[src/rtl/ilk_pkg.sv]
package ilk_pkg;
  typedef enum logic [1:0] {
    UC_INT  = 2'd0,
    UC_LOAD = 2'd1,
    UC_FADD = 2'd2,
    UC_MUL  = 2'd3
  } unit_class_e;

  localparam int NUM_UNITS = 4;

  function automatic int max4(input int a, input int b, input int c, input int d);
    int m;
    m = a;
    if (b > m) m = b;
    if (c > m) m = c;
    if (d > m) m = d;
    return m;
  endfunction

  // operand usable by the consumer once its countdown is inside the forward window
  function automatic logic opnd_ready(input int cnt, input int win);
    return cnt <= win;
  endfunction

  // value lives only on a bypass path: ready but not yet in the register file
  function automatic logic on_bypass(input int cnt, input int win);
    return (cnt != 0) && (cnt <= win);
  endfunction

  // gap counter value loaded when a unit accepts an operation
  function automatic int gap_reload(input int ii);
    return (ii > 1) ? ii - 1 : 0;
  endfunction
endpackage

[src/rtl/ilk_reg_track.sv]
module ilk_reg_track
  import ilk_pkg::*;
#(
  parameter int NREG     = 8,
  parameter int CW       = 4,
  parameter int FWD_WIN  = 2,
  parameter int LAT_INT  = 0,
  parameter int LAT_LOAD = 1,
  parameter int LAT_FADD = 3,
  parameter int LAT_MUL  = 6
) (
  input  logic                             clk,
  input  logic                             rst_n,
  input  logic                             wr_en,
  input  logic [$clog2(NREG)-1:0]          wr_idx,
  input  unit_class_e                      wr_class,
  input  logic [1:0][$clog2(NREG)-1:0]     rd_idx,
  output logic [1:0]                       rdy,
  output logic [1:0][2:0]                  hint
);
  localparam int IW = $clog2(NREG);

  logic [CW-1:0] cnt [NREG];
  unit_class_e   own [NREG];

  function automatic logic [CW-1:0] load_val(input unit_class_e c);
    case (c)
      UC_LOAD: return CW'(LAT_LOAD + FWD_WIN);
      UC_FADD: return CW'(LAT_FADD + FWD_WIN);
      UC_MUL:  return CW'(LAT_MUL + FWD_WIN);
      default: return CW'(LAT_INT + FWD_WIN);
    endcase
  endfunction

  always_ff @(posedge clk) begin
    for (int r = 0; r < NREG; r++) begin
      if (!rst_n) begin
        cnt[r] <= '0;
        own[r] <= UC_INT;
      end else if (wr_en && wr_idx == IW'(r)) begin
        cnt[r] <= load_val(wr_class);
        own[r] <= wr_class;
      end else if (cnt[r] != '0) begin
        cnt[r] <= cnt[r] - 1'b1;
      end
    end
  end

  for (genvar p = 0; p < 2; p++) begin : g_rd
    logic [CW-1:0] c_sel;
    logic          byp;
    assign c_sel   = cnt[rd_idx[p]];
    assign rdy[p]  = opnd_ready(int'(c_sel), FWD_WIN);
    assign byp     = on_bypass(int'(c_sel), FWD_WIN);
    assign hint[p] = byp ? {1'b1, own[rd_idx[p]]} : 3'b000;
  end
endmodule

[src/rtl/ilk_unit_gate.sv]
module ilk_unit_gate
  import ilk_pkg::*;
#(
  parameter int IIW     = 2,
  parameter int II_INT  = 1,
  parameter int II_LOAD = 1,
  parameter int II_FADD = 1,
  parameter int II_MUL  = 1
) (
  input  logic        clk,
  input  logic        rst_n,
  input  logic        take,
  input  unit_class_e cls,
  output logic        busy
);
  logic [IIW-1:0]       gap [NUM_UNITS];
  logic [NUM_UNITS-1:0] busy_vec;

  function automatic logic [IIW-1:0] reload_of(input int u);
    case (u)
      1:       return IIW'(gap_reload(II_LOAD));
      2:       return IIW'(gap_reload(II_FADD));
      3:       return IIW'(gap_reload(II_MUL));
      default: return IIW'(gap_reload(II_INT));
    endcase
  endfunction

  always_ff @(posedge clk) begin
    for (int u = 0; u < NUM_UNITS; u++) begin
      if (!rst_n)
        gap[u] <= '0;
      else if (take && cls == unit_class_e'(u))
        gap[u] <= reload_of(u);
      else if (gap[u] != '0)
        gap[u] <= gap[u] - 1'b1;
    end
  end

  for (genvar u = 0; u < NUM_UNITS; u++) begin : g_busy
    assign busy_vec[u] = (gap[u] != '0);
  end

  assign busy = busy_vec[cls];
endmodule

[src/rtl/ilk_issue_ctl.sv]
module ilk_issue_ctl
  import ilk_pkg::*;
#(
  parameter int NREG     = 8,
  parameter int FWD_WIN  = 2,
  parameter int LAT_INT  = 0,
  parameter int LAT_LOAD = 1,
  parameter int LAT_FADD = 3,
  parameter int LAT_MUL  = 6,
  parameter int II_INT   = 1,
  parameter int II_LOAD  = 1,
  parameter int II_FADD  = 1,
  parameter int II_MUL   = 1
) (
  input  logic                    clk,
  input  logic                    rst_n,
  input  logic                    dec_valid,
  input  logic [1:0]              dec_class,
  input  logic [$clog2(NREG)-1:0] dec_src_a,
  input  logic [$clog2(NREG)-1:0] dec_src_b,
  input  logic [$clog2(NREG)-1:0] dec_dst,
  input  logic                    dec_wr,
  output logic                    issue,
  output logic                    stall,
  output logic [2:0]              fwd_a,
  output logic [2:0]              fwd_b
);
  localparam int MAXL  = max4(LAT_INT, LAT_LOAD, LAT_FADD, LAT_MUL) + FWD_WIN;
  localparam int CW    = $clog2(MAXL + 1);
  localparam int MAXII = max4(II_INT, II_LOAD, II_FADD, II_MUL);
  localparam int IIW   = (MAXII > 1) ? $clog2(MAXII) : 1;

  unit_class_e                 cls;
  logic [1:0][$clog2(NREG)-1:0] rd_idx;
  logic [1:0]                  src_rdy;
  logic [1:0][2:0]             src_hint;
  logic                        opnd_hazard;
  logic                        unit_busy;
  logic                        dst_write;

  assign cls    = unit_class_e'(dec_class);
  assign rd_idx = {dec_src_b, dec_src_a};

  ilk_reg_track #(
    .NREG(NREG), .CW(CW), .FWD_WIN(FWD_WIN),
    .LAT_INT(LAT_INT), .LAT_LOAD(LAT_LOAD), .LAT_FADD(LAT_FADD), .LAT_MUL(LAT_MUL)
  ) u_track (
    .clk(clk), .rst_n(rst_n),
    .wr_en(dst_write), .wr_idx(dec_dst), .wr_class(cls),
    .rd_idx(rd_idx), .rdy(src_rdy), .hint(src_hint)
  );

  ilk_unit_gate #(
    .IIW(IIW), .II_INT(II_INT), .II_LOAD(II_LOAD), .II_FADD(II_FADD), .II_MUL(II_MUL)
  ) u_gate (
    .clk(clk), .rst_n(rst_n), .take(issue), .cls(cls), .busy(unit_busy)
  );

  assign opnd_hazard = !(&src_rdy);
  assign stall       = dec_valid && (opnd_hazard || unit_busy);
  assign issue       = dec_valid && !stall;
  assign dst_write   = issue && dec_wr;
  assign fwd_a       = src_hint[0];
  assign fwd_b       = src_hint[1];
endmodule

[config.mk]
export PLATFORM = sky130hd
export DESIGN_NAME = ilk_issue_ctl
export DESIGN_NICKNAME = d
export VERILOG_FILES = /design/src/rtl/ilk_pkg.sv /design/src/rtl/ilk_reg_track.sv /design/src/rtl/ilk_unit_gate.sv /design/src/rtl/ilk_issue_ctl.sv
export SDC_FILE = /design/constraint.sdc
export NUM_CORES = 1
export LEC_CHECK = 0
export BUFFER_PORTS_ARGS = -buffer_cell sky130_fd_sc_hd__buf_2
export CAP_MARGIN = 20
export CORE_MARGIN = 2
export CORE_UTILIZATION = 25
export CTS_CLUSTER_SIZE = 24
export DETAILED_ROUTE_END_ITERATION = 6
export PLACE_DENSITY = 0.38
export SYNTH_ARGS = -nofsm -noshare
export SYNTH_HDL_FRONTEND = slang
export SYNTH_SLANG_ARGS = --single-unit
export TNS_END_PERCENT = 10
[constraint.sdc]
create_clock -name clk -period 4.5 [get_ports clk]
set_input_delay 0.225 -clock clk [delete_from_list [all_inputs] [get_ports clk]]
set_output_delay 0.225 -clock clk [all_outputs]
set_load 0.02 [all_outputs]
Word level (Yosys, flattened, before mapping)
Memory sizes are Yosys's and may differ from the RTL's.
Index checks and enable logic that the tools add are counted.
{ "op_classes": {"add_sub_neg": 12, "n_lt_le_gt_ge": 3, "n_eq_ne": 10, "n_mux": 146, "n_bitwise": 32, "reduce_logical": 33} }
{ "ops": {"columns": ["op", "n"], "rows": [
  ["two-way mux 4 bit", 32],
  ["two-way mux 1 bit", 102],
  ["nonzero test 4 bit", 10],
  ["bitwise OR 1 bit", 32],
  ["subtractor 4 x 1 -> 4 bit (second input constant)", 8],
  ["logical AND 1 bit", 17],
  ["two-way mux 2 bit", 8],
  ["equality test 3 bit (second input constant)", 4],
  ["one-hot mux 4 bit (3 select lines)", 1],
  ["less-or-equal comparator 4 x 2 -> 1 bit (second input constant)", 2],
  ["equality test 3 x 2 -> 1 bit (second input constant)", 2],
  ["two-way mux 3 bit", 2],
  ["equality test 2 bit (second input constant)", 2],
  ["subtractor 1 bit (second input constant)", 4],
  ["equality test 3 x 1 -> 1 bit (second input constant)", 1],
  ["zero test 3 bit", 1],
  ["less-than comparator 2 x 3 -> 1 bit (second input constant)", 1],
  ["binary-select mux 1 bit (select 2 bit)", 1],
  ["equality test 2 x 1 -> 1 bit (second input constant)", 1],
  ["zero test 1 bit", 2],
  ["zero test 2 bit", 1],
  ["AND reduction 2 bit", 1],
  ["logical OR 1 bit", 1]
]} }
{ "word_totals": {"reg_bits": 0, "ram_bits": 52, "input_bits": 15, "out_inout_bits": 8, "wordCells": 239, "n_memories": 3} }
{ "mem_list": {"columns": ["name", "depth", "width", "rd", "rd_clocked_by_memory_dff", "write_ports", "line_no", "text"], "rows": [
  ["u_track.cnt", 8, 4, 10, 0, 8, "ilk_reg_track.sv:23", "logic [CW-1:0] cnt [NREG];"],
  ["u_track.own", 8, 2, 2, 0, 8, "ilk_reg_track.sv:24", "unit_class_e own [NREG];"],
  ["u_gate.gap", 4, 1, 4, 0, 4, "ilk_unit_gate.sv:16", "logic [IIW-1:0] gap [NUM_UNITS];"]
]} }

Logic depth before layout (Yosys ltp)
Gate-level depths: netlist of run 1.
An unclocked memory read counts as a cell.
{ "depth": {"word_depth": 15, "depth_mapped": 9, "depth_no_buf": 6} }

Hierarchy
Synthesis of run 1 repeated with hierarchy kept, for this count alone.
{ "unflattened": {"cells_unflattened": 315, "area_unflattened_um2": 3573.4} }
{ "by_module_without_submodules": {"columns": ["module", "n_inst", "cells_each", "area_per_inst_um2", "seq_area_each_um2"], "rows": [
  ["ilk_reg_track", 1, 298, 3362.0, 1441.4],
  ["ilk_unit_gate", 1, 13, 180.2, 110.1],
  ["ilk_issue_ctl", 1, 4, 31.3, 0.0]
]} }

Least setup slack after synthesis of run 1
No wires, ideal clock.
{ "synth_path": {"path_type": "input port to flip-flop", "startpoint": "input dec_src_b[2]", "endpoint": "memory u_track.cnt[5][0] (data pin)", "setup_ns": 0.264, "arrival_ns": 2.270, "required_ns": 4.236, "path_slack_ns": 1.966, "path_stages": 8, "path_buffers": 2, "cell_sequence": "clkbuf_1 -> mux4_2 -> nand3_1 -> nand4_4 -> or4_1 -> buf_6 -> o311ai_4 -> o2bb2ai_1"} }
{ "synth_rtl": {"columns": ["element", "line_no", "text"], "rows": [
  ["from (decl)", "ilk_issue_ctl.sv:20", "input logic [$clog2(NREG)-1:0] dec_src_b,"],
  ["to (decl)", "ilk_reg_track.sv:23", null]
]} }

==> impl_metrics.json, run 1 <==
{
  "clock_insertion_delay_worst_skew_ns": 0.30,
  "dpl.cell_count": 526,
  "cts_max_path_buffers": 2,
  "synthesis.area_um2": 3770,
  "netlist_instances": 329,
  "stdcell_area_um2": 4200,
  "synthTopCellsByCount": "edfxtp_1, nand2_1, inv_1",
  "first_pass_grt_wire_length_mm": 16.7,
  "crit_path_max_fanout": 14,
  "initial_core_util": 0.258,
  "fin_cells": 534,
  "final_hold_viol_count": 0,
  "worst_clock_skew_ns": 0.00492,
  "wirelength_mm": 10.5,
  "hold_path.class": "in -> reg",
  "fillCellCount": 1511,
  "rsz0062_at_grt": "no",
  "ir_drop_worst_vdd_v": 0.000186,
  "htree_levels": 2,
  "synth_largest_area_cell": "edfxtp_1",
  "ys_async_sr_fraction": 0,
  "maxClockFrequency_ghz": 0.298,
  "power_density_nw_per_um2": 547,
  "fp.dieH_um": 127,
  "critPathRequiredTime_ns": 4.28,
  "worst-endpoint-arrival_ns": 3.13,
  "antenna-diode-count": 0,
  "yosys-mux-area-fraction": 0.183,
  "post-route-min-period_ns": 3.35,
  "post_drt_via_cell_ratio": 5.17,
  "postCtsHoldBufs": 0,
  "floorplan.core_area_um2": 14600,
  "yosysSeqAreaShare": 0.411,
  "placement.cell_area_um2": 4050,
  "synth-adder-area-share": 0.0464,
  "synth-compound-area-share": 0.0836,
  "synth-seq-cells": 52,
  "criticalPathCategory": "reg -> out",
  "yosysUniqueCellTypes": 45,
  "numCtsBuffers": 5,
  "weighted_congestion_at_the_end_of_routability_driven_global_placement": 0.834,
  "main_combinational_cell_family_by_area_after_synthesis": "simple AND/OR/NAND/NOR gates",
  "post_synth.cell_area_avg_um2": 11.5,
  "final.hold.worst_slack_ns": 0.348,
  "cts_root_buffer": "clkbuf_16",
  "endpoint_kind": "output port",
  "crit_path_cell_trace": "nor2_1 > mux4_2 > mux2i_1 > or4_1 > and2_1 > buf_2",
  "setup_viol_count_final": 0,
  "path_buf_inv": 1,
  "slowest_cell_delay_on_critical_path_ns": 0.99,
  "ant_nets": 0,
  "grt_pass1_vias": 2779,
  "routedWlPerCell_um": 19.7,
  "grt.total_usage": 0.137,
  "result_of_the_run": "completed",
  "cts_tree": "built",
  "first_pass_iters": 4,
  "post-layout-total-power_mw": 2.30,
  "via_count": 2762,
  "relative_area_change_from_synthesis_to_final_layout_pct": 11.4,
  "ys_warn_count": 0,
  "kind_of_start_point_of_the_critical_path": "register",
  "power_leakage_nw": 1.58,
  "die_area_um2": 16100,
  "drtIter0Drc": 179,
  "area_fraction_in_and_or_nand_and_nor_cells_after_synthesis": 0.189,
  "dominant_cells_by_area_after_synthesis": "edfxtp_1, mux4_2, mux2i_1",
  "max-slew-margin-rel": 0.416,
  "detailed_place_hpwl_mm": 8.15,
  "finalCritPeriodShare": 0.745,
  "ys.flop_type": "edfxtp_1",
  "finalSetupTns_ns": 0,
  "postCtsSetupRepairBufs": 0,
  "synth-edff-count": 51,
  "clkSlewWorstSetupHoldPaths_ns": 0.07,
  "cts_resized": 0,
  "worst_slew_pin_slew_ns": 0.876,
  "synthMostInstantiatedCell": "edfxtp_1",
  "maxSlewViolCount": 0,
  "timing.max_cap.violations": 0,
  "critical-path-top-delay-family": "simple AND/OR/NAND/NOR gates",
  "top_level_ports": 23,
  "die_x_um": 127,
  "synth_largest_type_area_fraction": 0.406,
  "fraction_of_layout_instances_using_a_drive_strength_above_1": 0.191,
  "synth_xor_xnor_area_share": 0.0325,
  "final_net_count": 378,
  "drt_drc_violations_left": 0,
  "grt_antenna_before_repair": 0,
  "numClockSinks": 52,
  "port-buffer-count": 22,
  "crit_slowest_cell": "or4_1",
  "total_overflow_reported_by_the_global_router": 0,
  "maximum_number_of_pins_on_one_net_before_global_route_repair": 30,
  "row_count": 44
}
-- metal layers --
layer / global-route usage / share of wire
met1: 0.203 / 0.48
met2: 0.206 / 0.46
met3: 0.0257 / 0.056
met4: 0.0336 / 0.0092
met5: 0 / 0
-- layout make-up --
type | instances | area [um2] | area share
well taps | 184 | 230 | 0.0548
inverters | 30 | 113 | 0.0268
flip-flops and latches | 52 | 1550 | 0.369
multi-input cells | 236 | 2030 | 0.483
repair buffers | 24 | 125 | 0.0298
clock buffers | 5 | 125 | 0.0298
clock inverters | 3 | 27.5 | 0.00655
-- cells by family (layout without fill, tap and decap cells) --
group           count (synthesis)  after routing
compound gates                 33             33
xor+xnor                       14             14
fa+ha+maj                      14             14
buf+inv                        44             62
flops                          52             52
mux                            42             42
other cells                     1              4
simple gates                  129            129
-- power by group --
group | internal [mW] | leakage [nW] | switching [mW]
registers | 0.729 | 0.564 | 0.142
logic | 0.431 | 0.946 | 0.586
clock network | 0.212 | 0.0719 | 0.199
-- state kept, by name (all words and copies together), names as in the netlist --
name,flops
u_track.cnt,32
u_track.own,16
u_gate.gap,4
-- metrics by stage --
| step | util | setup WS [ns] |
|---|---|---|
| floorplan | - | 1.97 |
| global placement | 0.277 | 1.27 |
| detailed placement | 0.277 | 1.24 |
| CTS | 0.287 | 1.21 |
| global route | 0.287 | 1.05 |
| finish | 0.287 | 1.15 |
-- final timing paths --
| kind | startpoint | endpoint | slack (ns) | cells after the start |
|---|---|---|---|---|
| max reg2reg | u_track.cnt[5][2] | u_track.cnt[1][2] | 1.21 | 6 |
| min reg2reg | u_gate.gap[1][1] | u_gate.gap[1][1] | 0.56 | 1 |
| max | u_track.cnt[5][2] | stall | 1.15 | 6 |
| min | rst_n | u_track.own[3][1] | 0.35 | 2 |
-- layout by cell type, fill, tap and decap left out, types with 2 or more instances in the layout --
cell type / count
nand2_1: 39
and2_1: 3
nor4_1: 9
ha_1: 14
nand3b_1: 4
inv_1: 26
edfxtp_1: 51
nor3_1: 19
conb_1: 4
clkinv_1: 2
buf_2: 22
inv_2: 2
clkbuf_16: 5
nor3_4: 2
a211o_1: 6
mux2i_1: 19
mux4_2: 20
or3_1: 4
a21oi_1: 5
xnor2_1: 9
a211oi_1: 3
xor2_1: 5
o311ai_4: 3
nor2_1: 13
nand3_1: 18
nand4_1: 7
o2bb2ai_1: 15
mux2_2: 2
buf_4: 2
Note: power is estimated with default switching activity, not from simulation.
==> run 2: changes to the inputs <==
--- a/config.mk
+++ b/config.mk
@@ -5,13 +5,14 @@
 export SDC_FILE = /design/constraint.sdc
 export NUM_CORES = 1
 export LEC_CHECK = 0
+export ABC_AREA = 1
 export BUFFER_PORTS_ARGS = -buffer_cell sky130_fd_sc_hd__buf_2
 export CAP_MARGIN = 20
 export CORE_MARGIN = 2
 export CORE_UTILIZATION = 25
 export CTS_CLUSTER_SIZE = 24
 export DETAILED_ROUTE_END_ITERATION = 6
-export PLACE_DENSITY = 0.38
+export PLACE_DENSITY = 0.39
 export SYNTH_ARGS = -nofsm -noshare
 export SYNTH_HDL_FRONTEND = slang
 export SYNTH_SLANG_ARGS = --single-unit
==> constraint.sdc (replaced) <==
create_clock -name clk -period 2.85 [get_ports clk]
set_input_delay 0.1425 -clock clk [delete_from_list [all_inputs] [get_ports clk]]
set_output_delay 0.1425 -clock clk [all_outputs]
set_load 0.02 [all_outputs]
==> impl_metrics.json, run 2 <==
{
  "result_of_the_run": "completed",
  "crit_slowest_cell": "edfxtp_1",
  "detailed_place_hpwl_mm": 8.89,
  "criticalPathCategory": "reg -> reg",
  "drtIter0Drc": 258,
  "fp.dieH_um": 129,
  "finalCritPeriodShare": 0.842,
  "grt.total_usage": 0.150,
  "max-slew-margin-rel": 0.471,
  "synthTopCellsByCount": "nand2_1, edfxtp_1, nor2_1",
  "largest-register": "u_track.cnt",
  "stdcell_area_um2": 4300,
  "floorplan.core_area_um2": 15200,
  "synth-adder-area-share": 0.0449,
  "final_net_count": 560,
  "cts_max_path_buffers": 2,
  "synth-compound-area-share": 0.0529,
  "synth-seq-cells": 52,
  "final_hold_viol_count": 0,
  "post_drt_via_cell_ratio": 4.88,
  "power_density_nw_per_um2": 768,
  "placement.cell_area_um2": 4160,
  "cts_tree": "built",
  "slowest_cell_delay_on_critical_path_ns": 0.43,
  "ys_warn_count": 0,
  "htree_levels": 2,
  "final_core_util": 0.283,
  "area_fraction_in_and_or_nand_and_nor_cells_after_synthesis": 0.382,
  "final.hold.worst_slack_ns": 0.294,
  "yosysSeqAreaShare": 0.398,
  "kind_of_start_point_of_the_critical_path": "register",
  "layout.cells.most_common": "nand2_1",
  "main_combinational_cell_family_by_area_after_synthesis": "simple AND/OR/NAND/NOR gates",
  "top_level_ports": 23,
  "routedWlPerCell_um": 16.6,
  "yosysUniqueCellTypes": 29,
  "synth_xor_xnor_area_share": 0.0359,
  "maxClockFrequency_ghz": 0.417,
  "maxSlewViolCount": 0,
  "crit_path_cell_trace": "nor2_1 > nand2_1 > nand3_1 > nand3_1 > nand2_1 > nand3_2 > nor2_4 > nand3_2 > inv_6 > nand2_4 > nand4_1",
  "postCtsSetupRepairBufs": 0,
  "grt_antenna_before_repair": 0,
  "ys_async_sr_fraction": 0,
  "first_pass_iters": 5,
  "netlist_instances": 519,
  "fillCellCount": 1656,
  "die_area_um2": 16600,
  "ys.flop_type": "edfxtp_1",
  "first_pass_grt_wire_length_mm": 18.9,
  "synth_largest_type_area_fraction": 0.393,
  "endpoint_kind": "register",
  "critPathRequiredTime_ns": 2.84,
  "weighted_congestion_at_the_end_of_routability_driven_global_placement": 0.846,
  "setup_viol_count_final": 0,
  "drt_drc_violations_left": 0,
  "finalSetupTns_ns": 0,
  "via_count": 3514,
  "cts_resized": 0,
  "clock_insertion_delay_worst_skew_ns": 0.30,
  "maximum_number_of_pins_on_one_net_before_global_route_repair": 43,
  "numClockSinks": 52,
  "post-route-min-period_ns": 2.40,
  "synth_largest_area_cell": "edfxtp_1",
  "rsz0062_at_grt": "no",
  "ff_to_ff_setup_slack_ns": 0.45,
  "row_count": 45,
  "largest_register_ff_count": 32,
  "postCtsHoldBufs": 0,
  "worst_slew_pin_slew_ns": 0.793,
  "ant_nets": 0,
  "numCtsBuffers": 5,
  "hold_path.class": "in -> reg",
  "fraction_of_layout_instances_using_a_drive_strength_above_1": 0.113,
  "clkSlewWorstSetupHoldPaths_ns": 0.07,
  "biggest_regs": "u_track.cnt: 32 flops, u_track.own: 16 flops, u_gate.gap: 4 flops",
  "synthesis.area_um2": 3900,
  "layout.area.seq_um2": 1550,
  "worst_clock_skew_ns": 0.00581,
  "setup_slack_of_the_critical_path_after_layout_ns": 0.451,
  "post_synth.cell_area_avg_um2": 7.51,
  "total_overflow_reported_by_the_global_router": 0,
  "dpl_worst_slack_ns": 0.392,
  "cts_root_buffer": "clkbuf_16",
  "grt_pass1_vias": 3387,
  "timing.max_cap.violations": 0,
  "multi_input_area_um2": 2030,
  "port-buffer-count": 22,
  "antenna-diode-count": 0,
  "crit_path_max_fanout": 7,
  "yosys-mux-area-fraction": 0,
  "leading_cell_types_in_the_layout_fill_and_taps_excluded": "nand2_1, nor2_1, edfxtp_1, inv_1, nand4_1",
  "worst-endpoint-arrival_ns": 2.39,
  "initial_core_util": 0.257,
  "relative_area_change_from_synthesis_to_final_layout_pct": 10.2,
  "synth-edff-count": 51,
  "die_x_um": 129,
  "ir_drop_worst_vdd_v": 0.000309,
  "dominant_cells_by_area_after_synthesis": "edfxtp_1, nand2_1, nand4_1",
  "synthMostInstantiatedCell": "nand2_1",
  "wirelength_mm": 11.9,
  "power_leakage_nw": 2.07
}
==> run 2: cell count changes after synthesis, moves of 18 or more <==
cell     previous run  this run
nand2_1            39       159
nor2_1             13        51
nand4_1             7        40
mux4_2             20         0
inv_1              26        45
mux2i_1            19         0
o21ai_0             1        20
nand3_1            18        36
==> run 2: path summary, 6_finish.rpt <==
kind	depth (start not counted)	end	start
hold reg to reg	1	u_gate.gap[0][1]	u_gate.gap[0][1]
hold / removal	2	u_gate.gap[1][1]	rst_n
setup / recovery	11	u_track.cnt[0][1]	u_track.cnt[3][2]
setup reg to reg	11	u_track.cnt[0][1]	u_track.cnt[3][2]
==> run 2: area by class of cell <==
| class | count | area share |
|---|---|---|
| well taps | 188 | 0.0547 |
| flip-flops and latches | 52 | 0.361 |
| clock inverters | 1 | 0.00116 |
| inverters | 55 | 0.0492 |
| multi-input cells | 392 | 0.472 |
| clock buffers | 7 | 0.0309 |
| repair buffers | 25 | 0.0309 |
==> run 2: critical path, delay by kind of cell, from the launching register on <==
family,cells,cell delay (ns)
flip-flops,1,0.43
buffers and inverters,1,0.18
AND/OR/NAND/NOR,10,1.47
==> run 2: logic make-up after synthesis <==
family / count (synthesis)
other: 1
xor gates and xnor gates: 16
AOI/OAI and AO/OA: 40
and+or+nand+nor: 318
DFF: 52
adders and majority gates: 14
buffers and inverters: 78
==> run 2: power by group <==
group | switching [mW] | internal [mW]
Sequential | 0.135 | 1.15
Combinational | 0.926 | 0.480
Clock | 0.286 | 0.326
==> run 2: routing by layer <==
metal / up-vias / part of all wire / global-route usage
met2: 87 / 0.46 / 0.242
met4: 0 / 0.019 / 0.0473
met5: - / 0 / 0
met1: 1658 / 0.48 / 0.206
li1: 1753 / - / -
met3: 16 / 0.037 / 0.0258
==> run 2: stage by stage <==
| stage | total power, mW | std cells |
|---|---|---|
| after global placement | 2.70 | 712 |
| after CTS | 3.33 | 720 |
| after floorplan | 2.33 | 522 |
| final | 3.30 | 720 |
| after detailed placement | 2.69 | 712 |
| after global routing | 3.57 | 720 |
